File: src/rtl/sine_dds_pkg.sv
package sine_dds_pkg;

  localparam longint Q30_ONE = 64'sd1073741824;
  localparam longint PI_Q30  = 64'sd3373259426;

  // Elaboration-time quarter-wave value: round(amp * sin(pi/2 * (k + 0.5) / depth)),
  // evaluated with a fixed-point Taylor series so no real arithmetic reaches hardware.
  function automatic int quarter_sine(input int k, input int depth, input int amp);
    longint x;
    longint x2;
    longint term;
    longint sum;
    x    = (PI_Q30 * longint'(2 * k + 1)) / longint'(4 * depth);
    x2   = (x * x) / Q30_ONE;
    term = x;
    sum  = x;
    for (int n = 1; n < 8; n++) begin
      term = -((term * x2) / Q30_ONE) / longint'((2 * n) * (2 * n + 1));
      sum  = sum + term;
    end
    return int'((sum * longint'(amp) + Q30_ONE / 2) / Q30_ONE);
  endfunction

endpackage

File: src/rtl/sine_tick_div.sv
module sine_tick_div #(
  parameter int DIV = 4
) (
  input  logic clk,
  input  logic rst_n,
  output logic tick
);
  localparam int CNT_W = (DIV > 1) ? $clog2(DIV) : 1;
  localparam logic [CNT_W-1:0] LAST = CNT_W'(DIV - 1);

  logic [CNT_W-1:0] cnt_q;
  logic [CNT_W-1:0] cnt_d;

  always_comb begin
    tick  = (cnt_q == LAST);
    cnt_d = tick ? '0 : cnt_q + CNT_W'(1);
  end

  always_ff @(posedge clk or negedge rst_n) begin
    if (!rst_n) cnt_q <= '0;
    else        cnt_q <= cnt_d;
  end

  // an enable never lasts two clocks in a row
  assert_tick_gap_R2: assert property (@(posedge clk) disable iff (!rst_n)
    tick |=> !tick);

endmodule

File: src/rtl/sine_phase_acc.sv
module sine_phase_acc #(
  parameter int TUNE_W = 16,
  parameter int ACC_W  = 21,
  parameter int TOP_W  = 9
) (
  input  logic              clk,
  input  logic              rst_n,
  input  logic              tick,
  input  logic [TUNE_W-1:0] tune,
  output logic [TOP_W-1:0]  phase_top
);
  logic [ACC_W-1:0] phase_q;
  logic [ACC_W-1:0] phase_d;

  always_comb begin
    phase_d = phase_q;
    if (tick) phase_d = phase_q + ACC_W'(tune);
  end

  always_ff @(posedge clk or negedge rst_n) begin
    if (!rst_n) phase_q <= '0;
    else        phase_q <= phase_d;
  end

  assign phase_top = phase_q[ACC_W-1 -: TOP_W];

  // the phase moves only on enabled clocks
  assert_phase_hold_R8: assert property (@(posedge clk) disable iff (!rst_n)
    !tick |=> $stable(phase_q));

  // a zero tuning word leaves the phase unchanged
  assert_zero_tune_freeze_R7: assert property (@(posedge clk) disable iff (!rst_n)
    (tick && tune == '0) |=> $stable(phase_q));

endmodule

File: src/rtl/sine_quarter_lut.sv
module sine_quarter_lut #(
  parameter int ADDR_W = 7,
  parameter int MAG_W  = 7
) (
  input  logic [ADDR_W+1:0] phase_top,
  output logic [MAG_W:0]    code
);
  localparam int DEPTH = 2 ** ADDR_W;
  localparam int AMP   = 2 ** MAG_W - 1;

  logic [MAG_W-1:0]  rom [DEPTH];
  logic              sign_bit;
  logic              quad_bit;
  logic [ADDR_W-1:0] addr;
  logic [ADDR_W-1:0] idx;

  for (genvar k = 0; k < DEPTH; k++) begin : g_rom
    assign rom[k] = MAG_W'(sine_dds_pkg::quarter_sine(k, DEPTH, AMP));
  end

  always_comb begin
    sign_bit = phase_top[ADDR_W+1];
    quad_bit = phase_top[ADDR_W];
    addr     = phase_top[ADDR_W-1:0];
    idx      = quad_bit ? ~addr : addr;
    code     = {sign_bit, rom[idx]};
  end

endmodule

File: src/rtl/sine_dds_core.sv
module sine_dds_core #(
  parameter int TUNE_W = 16,
  parameter int ACC_W  = 21,
  parameter int ADDR_W = 7,
  parameter int MAG_W  = 7,
  parameter int DIV    = 4
) (
  input  logic              clk,
  input  logic              rst_n,
  input  logic [TUNE_W-1:0] tune_word,
  output logic [MAG_W:0]    sample_code,
  output logic              sample_valid
);
  localparam int TOP_W = ADDR_W + 2;

  logic             tick;
  logic [TOP_W-1:0] phase_top;
  logic [MAG_W:0]   lut_code;
  logic [MAG_W:0]   code_q;
  logic [MAG_W:0]   code_d;
  logic             valid_q;
  logic             valid_d;

  sine_tick_div #(.DIV(DIV)) u_div (
    .clk  (clk),
    .rst_n(rst_n),
    .tick (tick)
  );

  sine_phase_acc #(.TUNE_W(TUNE_W), .ACC_W(ACC_W), .TOP_W(TOP_W)) u_acc (
    .clk      (clk),
    .rst_n    (rst_n),
    .tick     (tick),
    .tune     (tune_word),
    .phase_top(phase_top)
  );

  sine_quarter_lut #(.ADDR_W(ADDR_W), .MAG_W(MAG_W)) u_lut (
    .phase_top(phase_top),
    .code     (lut_code)
  );

  always_comb begin
    code_d  = tick ? lut_code : code_q;
    valid_d = tick;
  end

  always_ff @(posedge clk or negedge rst_n) begin
    if (!rst_n) begin
      code_q  <= '0;
      valid_q <= 1'b0;
    end else begin
      code_q  <= code_d;
      valid_q <= valid_d;
    end
  end

  assign sample_code  = code_q;
  assign sample_valid = valid_q;

  // strobe follows every enable and lasts one clock
  assert_valid_after_tick_R2: assert property (@(posedge clk) disable iff (!rst_n)
    tick |=> sample_valid);
  assert_valid_single_R2: assert property (@(posedge clk) disable iff (!rst_n)
    sample_valid |=> !sample_valid);

  // the held sample changes only when an enable was present
  assert_code_hold_R8: assert property (@(posedge clk) disable iff (!rst_n)
    !tick |=> $stable(sample_code));

  // every table magnitude is at least one
  assert_mag_nonzero_R6: assert property (@(posedge clk) disable iff (!rst_n)
    sample_valid |-> (sample_code[MAG_W-1:0] != '0));

endmodule

File: config.mk
export PLATFORM = sky130hd
export DESIGN_NAME = sine_dds_core
export DESIGN_NICKNAME = d
export VERILOG_FILES = /design/src/rtl/sine_dds_pkg.sv /design/src/rtl/sine_tick_div.sv /design/src/rtl/sine_phase_acc.sv /design/src/rtl/sine_quarter_lut.sv /design/src/rtl/sine_dds_core.sv
export SDC_FILE = /design/constraint.sdc
export NUM_CORES = 1
export LEC_CHECK = 0
export BUFFER_PORTS_ARGS = -buffer_cell sky130_fd_sc_hd__buf_2
export CAP_MARGIN = 20
export CORE_ASPECT_RATIO = 1.5
export CORE_MARGIN = 4
export CORE_UTILIZATION = 35
export CTS_BUF_LIST = sky130_fd_sc_hd__clkbuf_16
export DETAILED_ROUTE_END_ITERATION = 8
export GPL_ROUTABILITY_DRIVEN = 1
export SYNTH_ARGS = -nofsm -noshare
export SYNTH_HDL_FRONTEND = slang
export SYNTH_SLANG_ARGS = --single-unit
File: constraint.sdc
create_clock -name clk -period 3.1 [get_ports clk]
set_input_delay 0.465 -clock clk [delete_from_list [all_inputs] [get_ports clk]]
set_output_delay 0.465 -clock clk [all_outputs]
set_load 0.01 [all_outputs]
==> results_dict.tcl <==
set metrics [dict create \
    status "finished clean" \
    synthesis.area_um2 3802 \
    max-clock-path-buffers 2 \
    final.period_utilization_pct 83.04 \
    worstSetupEndpoint "u_acc.phase_q[12]" \
    post-place-ws_ns 0.3394 \
    synth_cell_type_count 70 \
    gp_congestion 1.025 \
    final_common_cell "a21oi_1" \
    grt_first_pass_wirelength_um 21250 \
    synthTopCellsByArea "dfrtp_1, ha_1, a21oi_1" \
    dieArea_um2 12630 \
    slowest_stage "fa_1" \
    reg2reg_to "u_acc.phase_q[12]" \
    synth_top_area_cell "dfrtp_1" \
    clk_transition_reported_paths_ns 0.06 \
    fp.coreArea_um2 10590 \
    worst_path_largest_cell_delay_ns 0.40 \
    timing.setup.tns_ns 0 \
    synth_top_area_share_pct 21.06 \
    ff2ff_setup_slack_ns 0.53 \
    clockRootBuffer "clkbuf_16" \
    detail_route.first_pass.iterations 6 \
    antenna_left 0 \
    die_x_um 93.11 \
    hold_class "in2async" \
    dpl_cell_area_um2 4070 \
    worst_slew_margin_rel_pct 35.66 \
    io_buffers 26 \
    core.rowCount 46 \
    largest_net_degree_at_the_start_of_global_routing 38 \
    finish_stage_setup_viols 0 \
    dp_hpwl_um 9885 \
    total_gr_overflow 0 \
    hold_violations 0 \
    async_reset_ff_share_pct 100.0 \
    drive_gt1_share_pct 16.20 \
    worst_path_dominant_cell_family "compound AO/OA/AOI/OAI gates" \
    drtIter0Drc 422 \
    number_of_synthesized_flops_with_an_enable_pin 0 \
    report.final.slew_viol_count 0 \
    start_util_pct 35.91 \
    path_depth 9 \
    number_of_global_route_vias_before_repair 4053 \
    synthesis.instances 483 \
    post_cts_buffers 0 \
    worst_ep_arrival_time_ns 2.74 \
    worst_r2r_path_depth 9 \
    period_needed_ns 2.574 \
    seq_area_frac_synth_pct 21.06 \
    crit_path_start "u_acc.phase_q[0]" \
    syn-num-nets 527 \
    routed_wirelength_um 13120 \
    cp-start-kind "flop" \
    avgRoutedWirePerCell_um 20.37 \
    post-place-cells 636 \
    cts_sinks 32 \
    worst_setup_path_end_kind "flop" \
    finalNonFillerCells 644 \
    hold_buffers 0 \
    timing.max_cap.violations 0 \
    syn_to_final_growth_pct 11.35 \
    die_height_um 135.7 \
    fmax_mhz 388.5 \
    worstPathRequired_ns 3.27 \
    synth.yosys.warnings 0 \
    setup_ws_ns 0.5258 \
    antenna-diode-count 0 \
    critical_path_buf_inv_count 1 \
    postLayoutCellArea_um2 4234 \
    r2r_start "u_acc.phase_q[0]" \
    unrepaired_setup_endpoints_after_global_routing "no" \
    grt_usage_pct 21.64 \
    clock_latency_ns 0.28 \
    vias_per_cell 6.098 \
    ys_dominant_reg_cell "dfrtp_1" \
    drc_violations_left 0 \
    worst-slew-pin-transition_ns 0.9582 \
    cts_made_buffers 5 \
    cell_chain_of_the_critical_path "ha_1 > inv_1 > fa_1 > nand2b_1 > a211oi_1 > nor3_1 > o21ai_0 > xor2_1 > mux2_2" \
    tritoncts "yes" \
    clock-skew-final_ns 0.004410 \
    design.final.nets 543 \
    cts_repair_resize_count 0 \
    path_class "reg2reg" \
    postSynthAreaPerCell_um2 7.872 \
    path_max_fanout 3 \
    clock_tree.htree_level_count 2 \
    ys_ff_latch 32 \
    io_pins 27 \
    grt_antenna_before_repair 0 \
    vias 3927 \
    mostFrequentLayoutCells "a21oi_1, nor2_1, dfrtp_1" \
]
-- cells in the mapped netlist, types with 14 or more instances --
master / instances
a21oi_1: 43
nor2_1: 38
dfrtp_1: 32
nand2_1: 30
ha_1: 25
o21ai_0: 24
xnor2_1: 22
inv_1: 18
nor3_1: 17
clkbuf_1: 16
o22ai_1: 15
nand2b_1: 14
-- cell type report --
| type | count | area (µm²) |
|---|---|---|
| multi-input combinational | 391 | 2703 |
| fill | 1104 | 6356 |
| inverter | 21 | 78.83 |
| clock buffer | 5 | 125.1 |
| clock inverter | 3 | 38.79 |
| timing repair buffer | 48 | 307.8 |
| sequential | 32 | 800.8 |
| tap | 144 | 180.2 |
-- layer usage --
| layer | part of all wire [%] | up-vias | routed length, µm | GRT usage (%) |
|---|---|---|---|---|
| met2 | 52 | 203 | 6811 | 38.32 |
| met5 | 0 | - | 0 | 0 |
| met1 | 35 | 1832 | 4548 | 22.66 |
| met3 | 5.7 | 75 | 750 | 2.890 |
| li1 | - | 1817 | - | - |
| met4 | 7.7 | 0 | 1012 | 17.03 |
-- worst min path at each step --
stage                   startpoint          endpoint  slack (ns)  cells past startpoint
floorplan                    rst_n    sample_code[0]        0.17                      0
global placement    u_div.cnt_q[0]    u_div.cnt_q[0]        0.42                      1
CTS                          rst_n  u_acc.phase_q[0]        0.29                      1
global route                 rst_n  u_acc.phase_q[0]        0.32                      1
detailed placement  u_div.cnt_q[0]    u_div.cnt_q[0]        0.43                      1
finish                       rst_n  u_acc.phase_q[0]        0.27                      1
-- sequential cells by signal, indices dropped and copies added, names as in the netlist --
name,count
sample_valid,1
u_acc.phase_q,21
sample_code,8
u_div.cnt_q,2
-- stage by stage --
step                      util (%)  hold slack, ns
final                        39.98          0.2677
after global routing         39.98          0.3214
after CTS                    39.98          0.2945
after detailed placement     38.43          0.4264
after global placement       38.43          0.4167
after floorplan                  -          0.1694
-- logic make-up after synthesis --
| logic type | after synthesis | share of synthesized area, % |
|---|---|---|
| AOI/OAI and AO/OA | 172 | 30.47 |
| buffers and inverters | 60 | 7.864 |
| muxes | 17 | 4.903 |
| and+or+nand+nor | 147 | 19.28 |
| DFF | 32 | 21.06 |
| xor gates and xnor gates | 29 | 7.667 |
| adders and majority gates | 26 | 8.753 |
Power is not shown: default switching activity piles up to over one toggle a cycle in this logic, so the estimate is an artifact.
